### config.mk
export PLATFORM = sky130hd
export DESIGN_NAME = sd_cmd_engine
export DESIGN_NICKNAME = d
export VERILOG_FILES = /design/src/rtl/sdc_pkg.sv /design/src/rtl/sdc_crc7_ser.sv /design/src/rtl/sdc_cmd_tx.sv /design/src/rtl/sdc_resp_rx.sv /design/src/rtl/sd_cmd_engine.sv
export SDC_FILE = /design/constraint.sdc
export NUM_CORES = 1
export LEC_CHECK = 0
export BUFFER_PORTS_ARGS = -buffer_cell sky130_fd_sc_hd__buf_2
export CAP_MARGIN = 25
export CORE_ASPECT_RATIO = 0.75
export CORE_MARGIN = 2
export CORE_UTILIZATION = 58
export CTS_BUF_LIST = sky130_fd_sc_hd__clkbuf_2 sky130_fd_sc_hd__clkbuf_4 sky130_fd_sc_hd__clkbuf_8
export CTS_CLUSTER_DIAMETER = 100
export CTS_CLUSTER_SIZE = 10
export DETAILED_ROUTE_END_ITERATION = 10
export MAX_ROUTING_LAYER = met4
export PLACE_DENSITY = 0.86
export RECOVER_POWER = 100
export SYNTH_ARGS = -nofsm -noshare
export SYNTH_HDL_FRONTEND = slang
export SYNTH_SLANG_ARGS = --single-unit
### constraint.sdc
create_clock -name clk_i -period 2.7 [get_ports clk_i]
set_input_delay 0.54 -clock clk_i [delete_from_list [all_inputs] [get_ports clk_i]]
set_output_delay 0.54 -clock clk_i [all_outputs]
set_load 0.01 [all_outputs]
### src/rtl/sdc_pkg.sv
package sdc_pkg;
  localparam int HDR_BITS   = 40;
  localparam int FRAME_BITS = HDR_BITS + 8;

  typedef enum logic [1:0] {A_DATA = 2'd0, A_CMD = 2'd1, A_STAT = 2'd2, A_CTRL = 2'd3} reg_addr_e;
  typedef enum logic [1:0] {S_IDLE, S_TX, S_RESP, S_BUSY} eng_state_e;
  typedef enum logic [1:0] {R_IDLE, R_WAIT, R_RECV} rx_state_e;

  typedef struct packed {
    logic       busy_chk;
    logic       long_crc;
    logic       no_crc;
    logic [7:0] len_m1;
    logic [7:0] idx;
  } cmd_word_t;

  function automatic logic [6:0] crc7_step(logic [6:0] c, logic b);
    logic fb;
    fb = b ^ c[6];
    return {c[5:0], 1'b0} ^ (fb ? 7'h09 : 7'h00);
  endfunction

  function automatic logic [6:0] crc7_hdr(logic [HDR_BITS-1:0] d);
    logic [6:0] c;
    c = '0;
    for (int i = HDR_BITS - 1; i >= 0; i--) c = crc7_step(c, d[i]);
    return c;
  endfunction
endpackage

### src/rtl/sdc_crc7_ser.sv
module sdc_crc7_ser
  import sdc_pkg::*;
(
  input  logic       clk_i,
  input  logic       rst_ni,
  input  logic       clr_i,
  input  logic       en_i,
  input  logic       bit_i,
  output logic [6:0] crc_o
);
  always_ff @(posedge clk_i or negedge rst_ni) begin
    if (!rst_ni)    crc_o <= '0;
    else if (clr_i) crc_o <= '0;
    else if (en_i)  crc_o <= crc7_step(crc_o, bit_i);
  end
endmodule

### src/rtl/sdc_cmd_tx.sv
module sdc_cmd_tx
  import sdc_pkg::*;
(
  input  logic                clk_i,
  input  logic                rst_ni,
  input  logic                start_i,
  input  logic [HDR_BITS-1:0] hdr_i,
  output logic                cmd_o,
  output logic                oe_o,
  output logic                last_o
);
  localparam int CNT_W = $clog2(FRAME_BITS);

  logic [FRAME_BITS-1:0] sr_q;
  logic [CNT_W-1:0]      cnt_q;
  logic                  act_q;

  assign cmd_o  = sr_q[FRAME_BITS-1];
  assign oe_o   = act_q;
  assign last_o = act_q && (cnt_q == CNT_W'(FRAME_BITS - 1));

  always_ff @(posedge clk_i or negedge rst_ni) begin
    if (!rst_ni) begin
      sr_q  <= '1;
      cnt_q <= '0;
      act_q <= 1'b0;
    end else if (start_i) begin
      sr_q  <= {hdr_i, crc7_hdr(hdr_i), 1'b1};
      cnt_q <= '0;
      act_q <= 1'b1;
    end else if (act_q) begin
      sr_q  <= {sr_q[FRAME_BITS-2:0], 1'b1};
      cnt_q <= cnt_q + CNT_W'(1);
      if (last_o) act_q <= 1'b0;
    end
  end

  p_stop_bit_r2: assert property (@(posedge clk_i) disable iff (!rst_ni)
    last_o |-> cmd_o);
  p_oe_run_r2: assert property (@(posedge clk_i) disable iff (!rst_ni)
    (oe_o && !last_o && !start_i) |=> oe_o);
endmodule

### src/rtl/sdc_resp_rx.sv
module sdc_resp_rx
  import sdc_pkg::*;
#(
  parameter int RESP_W = 136,
  parameter int TO_W   = 16
) (
  input  logic              clk_i,
  input  logic              rst_ni,
  input  logic              arm_i,
  input  logic [7:0]        len_m1_i,
  input  logic              long_i,
  input  logic [TO_W-1:0]   to_lim_i,
  input  logic              cmd_i,
  output logic              done_o,
  output logic              to_o,
  output logic              crc_ok_o,
  output logic [RESP_W-1:0] resp_o
);
  localparam int IX_W = 9;

  rx_state_e       st_q;
  logic [IX_W-1:0] idx_q;
  logic [TO_W-1:0] wcnt_q;
  logic [IX_W-1:0] end_idx, first_idx;
  logic            start_seen, feed, cap;
  logic [6:0]      crc;

  assign end_idx    = IX_W'(len_m1_i) + IX_W'(2);
  assign first_idx  = long_i ? IX_W'(8) : IX_W'(0);
  assign start_seen = (st_q == R_WAIT) && !cmd_i;
  assign done_o     = (st_q == R_RECV) && (idx_q == end_idx);
  assign to_o       = (st_q == R_WAIT) && cmd_i && (wcnt_q == to_lim_i);
  assign feed       = (start_seen && !long_i) ||
                      ((st_q == R_RECV) && (idx_q >= first_idx) && (idx_q < end_idx));
  assign cap        = start_seen || (st_q == R_RECV);
  // CRC bits are fed too: a clean frame leaves a zero residue
  assign crc_ok_o   = (crc == 7'd0);

  sdc_crc7_ser i_crc (
    .clk_i (clk_i),
    .rst_ni(rst_ni),
    .clr_i (arm_i),
    .en_i  (feed && !arm_i),
    .bit_i (cmd_i),
    .crc_o (crc)
  );

  always_ff @(posedge clk_i or negedge rst_ni) begin
    if (!rst_ni) begin
      st_q   <= R_IDLE;
      idx_q  <= '0;
      wcnt_q <= '0;
      resp_o <= '0;
    end else if (arm_i) begin
      st_q   <= R_WAIT;
      idx_q  <= '0;
      wcnt_q <= '0;
      resp_o <= '0;
    end else begin
      if (cap) resp_o <= {resp_o[RESP_W-2:0], cmd_i};
      case (st_q)
        R_WAIT: begin
          if (start_seen) begin
            st_q  <= R_RECV;
            idx_q <= IX_W'(1);
          end else if (to_o) begin
            st_q <= R_IDLE;
          end else begin
            wcnt_q <= wcnt_q + TO_W'(1);
          end
        end
        R_RECV: begin
          if (done_o) st_q <= R_IDLE;
          else        idx_q <= idx_q + IX_W'(1);
        end
        default: ;
      endcase
    end
  end

  p_idx_bound_r4: assert property (@(posedge clk_i) disable iff (!rst_ni)
    (st_q == R_RECV) |-> (idx_q <= end_idx));
endmodule

### src/rtl/sd_cmd_engine.sv
module sd_cmd_engine
  import sdc_pkg::*;
#(
  parameter int IDX_W  = 2,
  parameter int TO_W   = 16,
  parameter int TO_DEF = 64
) (
  input  logic        clk_i,
  input  logic        rst_ni,
  input  logic        wr_en_i,
  input  logic [1:0]  wr_addr_i,
  input  logic [31:0] wr_data_i,
  input  logic [1:0]  rd_addr_i,
  output logic [31:0] rd_data_o,
  output logic        irq_o,
  output logic        cmd_o,
  output logic        cmd_oe_o,
  input  logic        cmd_i,
  input  logic        dat0_i
);
  localparam int WORDS  = 2 ** IDX_W;
  localparam int RESP_W = 32 * WORDS + 8;
  localparam int CMD_W  = $bits(cmd_word_t);
  localparam int TO_LSB = 16;

  eng_state_e      st_q;
  cmd_word_t       cmd_q;
  logic [31:0]     arg_q;
  logic            done_q, crc_ok_q, to_q;
  logic [IDX_W-1:0] rd_idx_q;
  logic [TO_W-1:0] to_lim_q;

  logic wr_cmd, start, tx_last, rx_arm, rx_done, rx_to, rx_crc_ok;
  logic [RESP_W-1:0] rx_resp;
  logic [31:0] ctrl_rd;

  assign wr_cmd = wr_en_i && (wr_addr_i == A_CMD);
  assign start  = wr_cmd && (st_q == S_IDLE);
  assign rx_arm = tx_last && (cmd_q.len_m1 != 8'd0);
  assign irq_o  = done_q;

  sdc_cmd_tx i_tx (
    .clk_i  (clk_i),
    .rst_ni (rst_ni),
    .start_i(start),
    .hdr_i  ({wr_data_i[7:0], arg_q}),
    .cmd_o  (cmd_o),
    .oe_o   (cmd_oe_o),
    .last_o (tx_last)
  );

  sdc_resp_rx #(.RESP_W(RESP_W), .TO_W(TO_W)) i_rx (
    .clk_i   (clk_i),
    .rst_ni  (rst_ni),
    .arm_i   (rx_arm),
    .len_m1_i(cmd_q.len_m1),
    .long_i  (cmd_q.long_crc),
    .to_lim_i(to_lim_q),
    .cmd_i   (cmd_i),
    .done_o  (rx_done),
    .to_o    (rx_to),
    .crc_ok_o(rx_crc_ok),
    .resp_o  (rx_resp)
  );

  always_ff @(posedge clk_i or negedge rst_ni) begin
    if (!rst_ni) begin
      st_q     <= S_IDLE;
      cmd_q    <= '0;
      arg_q    <= '0;
      done_q   <= 1'b0;
      crc_ok_q <= 1'b0;
      to_q     <= 1'b0;
      rd_idx_q <= '0;
      to_lim_q <= TO_W'(TO_DEF);
    end else begin
      if (wr_en_i && (wr_addr_i == A_DATA)) arg_q <= wr_data_i;
      if (wr_en_i && (wr_addr_i == A_CTRL)) begin
        rd_idx_q <= wr_data_i[IDX_W-1:0];
        to_lim_q <= wr_data_i[TO_LSB +: TO_W];
      end
      if (wr_en_i && (wr_addr_i == A_STAT)) begin
        if (wr_data_i[2]) done_q <= 1'b0;
        if (wr_data_i[3]) to_q   <= 1'b0;
      end
      case (st_q)
        S_IDLE: if (start) begin
          st_q     <= S_TX;
          cmd_q    <= cmd_word_t'(wr_data_i[CMD_W-1:0]);
          done_q   <= 1'b0;
          crc_ok_q <= 1'b0;
          to_q     <= 1'b0;
        end
        S_TX: if (tx_last) begin
          if (cmd_q.len_m1 != 8'd0) st_q <= S_RESP;
          else if (cmd_q.busy_chk)  st_q <= S_BUSY;
          else begin
            st_q   <= S_IDLE;
            done_q <= 1'b1;
          end
        end
        S_RESP: begin
          if (rx_to) begin
            st_q   <= S_IDLE;
            to_q   <= 1'b1;
            done_q <= 1'b1;
          end else if (rx_done) begin
            crc_ok_q <= rx_crc_ok && !cmd_q.no_crc;
            if (cmd_q.busy_chk) st_q <= S_BUSY;
            else begin
              st_q   <= S_IDLE;
              done_q <= 1'b1;
            end
          end
        end
        S_BUSY: if (dat0_i) begin
          st_q   <= S_IDLE;
          done_q <= 1'b1;
        end
        default: st_q <= S_IDLE;
      endcase
    end
  end

  always_comb begin
    ctrl_rd = '0;
    ctrl_rd[IDX_W-1:0] = rd_idx_q;
    ctrl_rd[TO_LSB +: TO_W] = to_lim_q;
  end

  always_comb begin
    case (rd_addr_i)
      A_DATA:  rd_data_o = rx_resp[32 * int'(rd_idx_q) + 8 +: 32];
      A_CMD:   rd_data_o = 32'(cmd_q);
      A_STAT:  rd_data_o = {28'd0, to_q, done_q, crc_ok_q, st_q != S_IDLE};
      default: rd_data_o = ctrl_rd;
    endcase
  end

  p_locked_cmd_r11: assert property (@(posedge clk_i) disable iff (!rst_ni)
    (wr_cmd && st_q != S_IDLE) |=> $stable(cmd_q));
  p_waive_crc_r7: assert property (@(posedge clk_i) disable iff (!rst_ni)
    (st_q == S_RESP && rx_done && cmd_q.no_crc) |=> !crc_ok_q);
  p_busy_hold_r8: assert property (@(posedge clk_i) disable iff (!rst_ni)
    (st_q == S_BUSY && !dat0_i) |=> (st_q == S_BUSY && !done_q));
  p_timeout_done_r9: assert property (@(posedge clk_i) disable iff (!rst_ni)
    $rose(to_q) |-> done_q);
  p_done_idle_r13: assert property (@(posedge clk_i) disable iff (!rst_ni)
    $rose(done_q) |-> (st_q == S_IDLE));
  p_oe_in_tx_r2: assert property (@(posedge clk_i) disable iff (!rst_ni)
    cmd_oe_o |-> (st_q == S_TX));
endmodule

==> results.sh <==
export IMPL_status="finished with violations"
export IMPL_violations="negative setup slack"
export IMPL_post_dp_cell_area_um2=15900
export IMPL_cts_max_level=2
export IMPL_synth_top_flop_cell="dfrtp_1"
export IMPL_hold_viol=0
export IMPL_swShare=0.367
export IMPL_path_cells="buf_12 -> mux4_2 -> mux4_2 -> buf_6"
export IMPL_die_area_um2=27100
export IMPL_setup_tns_ns=-0.909
export IMPL_area_growth_pct=11.5
export IMPL_layout_nets=1624
export IMPL_rrSetupSlack_ns=0
export IMPL_switchingPower_uw=5850
export IMPL_wl_per_cell_um=19.1
export IMPL_peakVddDrop_uv=1040
export IMPL_grt_use_met1=0.408
export IMPL_die_y_um=143
export IMPL_dr_pass1_iters=5
export IMPL_vias=11300
export IMPL_leakagePower_uw=0.00742
export IMPL_num_rows=50
export IMPL_ant_nets=0
export IMPL_async_flop_share=1.00
export IMPL_crit_path_max_incr_delay_ns=0.51
export IMPL_ys_seq_area_frac=0.503
export IMPL_first_iter_violations=1033
export IMPL_numCtsBuffers=35
export IMPL_synth_nets=1540
export IMPL_hold_class="in -> reg"
export IMPL_met3_usage=0.0592
export IMPL_cp_common_cell="mux4_2"
export IMPL_start_util=0.594
export IMPL_required_ns=2.16
export IMPL_diodes=0
export IMPL_clkPwrFrac=0.188
export IMPL_max_freq_mhz=355
export IMPL_synth_seq_cells=298
export IMPL_grt_pass1_wl_mm=58.6
export IMPL_tightest_slew_ns=1.23
export IMPL_antenna_found_initial=0
export IMPL_drc=0
export IMPL_worstSetupEndpointType="primary output"
export IMPL_power_total_uw=15900
export IMPL_slew_viol_final=0
export IMPL_path_clk_slew_ns=0.08
export IMPL_syn_avg_cell_area_um2=10.1
export IMPL_path_class="reg -> out"
export IMPL_seqPwrFrac=0.397
export IMPL_grt_usage=0.283
export IMPL_crit_fanout=5
export IMPL_postSynthCellCount=1482
export IMPL_synth_warnings=0
export IMPL_grt_setup_unrepaired="true"
export IMPL_powerDensity_nw_per_um2=957
export IMPL_maxCapViolations=0
export IMPL_synth_cell_types=48
export IMPL_clock_skew_final_ns=0.0245
export IMPL_insertion_delay_ns=0.54
export IMPL_worst_slack_ns=-0.113
export IMPL_cts_sinks=298
export IMPL_vias_per_cell=5.89
export IMPL_cts_tree="yes"
export IMPL_finalCritPeriodShare=1.04
export IMPL_dp_hpwl_mm=25.0
export IMPL_p_int_uw=10100
export IMPL_setup_viol=21
export IMPL_place_ws_ns=-0.0508
export IMPL_power_share_combinational=0.414
export IMPL_drive_above_1_share=0.212
export IMPL_gp_congestion=0.927
export IMPL_grt_max_degree=97
export IMPL_fin_crit_ns=2.81
export IMPL_synth_edf_count=0
export IMPL_design_area_um2=16700
export IMPL_core_um2=25100
export IMPL_crit_slowest_cell="mux4_2"
export IMPL_cp_arrival_ns=2.27
export IMPL_finalWirelength_mm=36.7
export IMPL_relSlewSlack=0.180
export IMPL_top_usage_layer="met2"
export IMPL_io_pins=76
export IMPL_clockBufferDepth=3
export IMPL_critPathLaunchType="flip-flop"
export IMPL_first_global_vias=10919
export IMPL_fp_dieW_um=189
export IMPL_met2_usage=0.415
export IMPL_port_buffers=75
export IMPL_overflow=0
export IMPL_root_buffer="clkbuf_8"
export IMPL_syn_area_um2=14900
Yosys cell counts (all sizes together), types with 7 or more instances:
cell | count | area [um^2]
nor2 | 49 | 184
xnor2 | 57 | 522
nand4 | 11 | 68.8
and3 | 7 | 43.8
nand3 | 13 | 65.1
o21ai | 212 | 1060
nor2b | 8 | 50.1
dfrtp | 250 | 6260
dfstp | 48 | 1260
a22o | 14 | 123
xnor3 | 11 | 251
nor3 | 8 | 40.0
mux4 | 32 | 721
mux2i | 70 | 701
nand2 | 401 | 1510
or3 | 10 | 62.6
xor2 | 35 | 307
a21oi | 24 | 120
buf | 17 | 92.6
inv | 17 | 63.8
mux2 | 54 | 608
nor4 | 11 | 68.8
clkbuf | 75 | 292
ha | 17 | 213
worst max-delay path: cells and delay by family (launching register included):
kind / cells / cell delay (ns)
muxes: 2 / 1.00
DFF: 1 / 0.43
buffers and inverters: 2 / 0.29
what timing repair did:
| action | 4_1_cts | 5_1_grt |
|---|---|---|
| buffers inserted | 4 | 8 |
| gates resized for setup | 17 | 21 |
| setup endpoints to repair | 37 | 55 |
| hold buffers | 1 | 0 |
| gates cloned | 0 | 2 |
| pin swaps | 2 | 11 |
| hold endpoints to repair | 30 | 0 |
flip-flops by register name (all words and copies together), names as in the netlist, 6 cells and up:
register	flops
arg_q	32
cmd_q	19
i_rx.i_crc.crc_o	7
i_rx.idx_q	9
i_rx.wcnt_q	16
i_rx.resp_o	136
i_tx.sr_q	47
to_lim_q	16
i_tx.cnt_q	6
routing by layer:
metal | part of all wire | vias to the layer above
met5 | 0 | -
met4 | 0.022 | 0
met3 | 0.091 | 77
met2 | 0.44 | 482
met1 | 0.45 | 5533
li1 | - | 5208
layout by cell type, fill, tap and decap left out, drive strengths merged, types with 24 or more instances in the layout:
master,n
dfrtp,250
dfstp,48
mux4,32
xnor2,57
o21ai,212
a21oi,24
mux2,54
mux2i,70
clkbuf,73
nand2,401
xor2,35
nor2,49
buf,115
cell families after synthesis:
group	Yosys count	share of synthesized area
buf+inv	109	0.0300
simple gates	530	0.146
flops	298	0.503
mux	156	0.136
compound gates	268	0.0965
xor+xnor	104	0.0740
fa+ha+maj	17	0.0142
cell type report:
class / count / area (um^2)
Sequential cell: 298 / 7520
Clock buffer: 50 / 613
Timing Repair Buffer: 139 / 973
Inverter: 17 / 63.8
Tap cell: 338 / 423
Fill cell: 1914 / 8490
Multi-Input combinational cell: 1075 / 7060
per-stage QoR:
stage                util  hold WS [ns]  cells
finish              0.662         0.228   1917
global route        0.662         0.240   1917
CTS                 0.660         0.223   1907
detailed placement  0.631         0.466   1852
global placement    0.631         0.458   1852
floorplan               -         0.244   1482
power by group through the flow:
| stage | Sequential, uW | Combinational, uW | Clock [uW] |
|---|---|---|---|
| after detailed placement | 6380 | 6210 | 0 |
| after CTS | 6320 | 6370 | 3050 |
| final | 6340 | 6600 | 3000 |
| after floorplan | 6090 | 4720 | 0 |
| after global placement | 6330 | 6040 | 0 |
| after global routing | 6410 | 7190 | 3230 |
worst paths after layout:
| check | start | endpoint | cells after the start |
|---|---|---|---|
| max | rd_idx_q[0]$_DFFE_PN0P_ | rd_data_o[1] | 4 |
| min | wr_data_i[11] | cmd_q[11]$_DFFE_PN0P_ | 3 |
| max reg2reg | cmd_q[9]$_DFFE_PN0P_ | i_rx.i_crc.crc_o[6]$_DFFE_PN0P_ | 11 |
| min reg2reg | i_rx.resp_o[135]$_DFFE_PN0P_ | i_rx.resp_o[135]$_DFFE_PN0P_ | 2 |
| max in group asynchronous | rst_ni | arg_q[23]$_DFFE_PN0P_ | 3 |
| min in group asynchronous | rst_ni | i_rx.resp_o[81]$_DFFE_PN0P_ | 2 |
No activity file was read; power rests on OpenSTA's default activity.
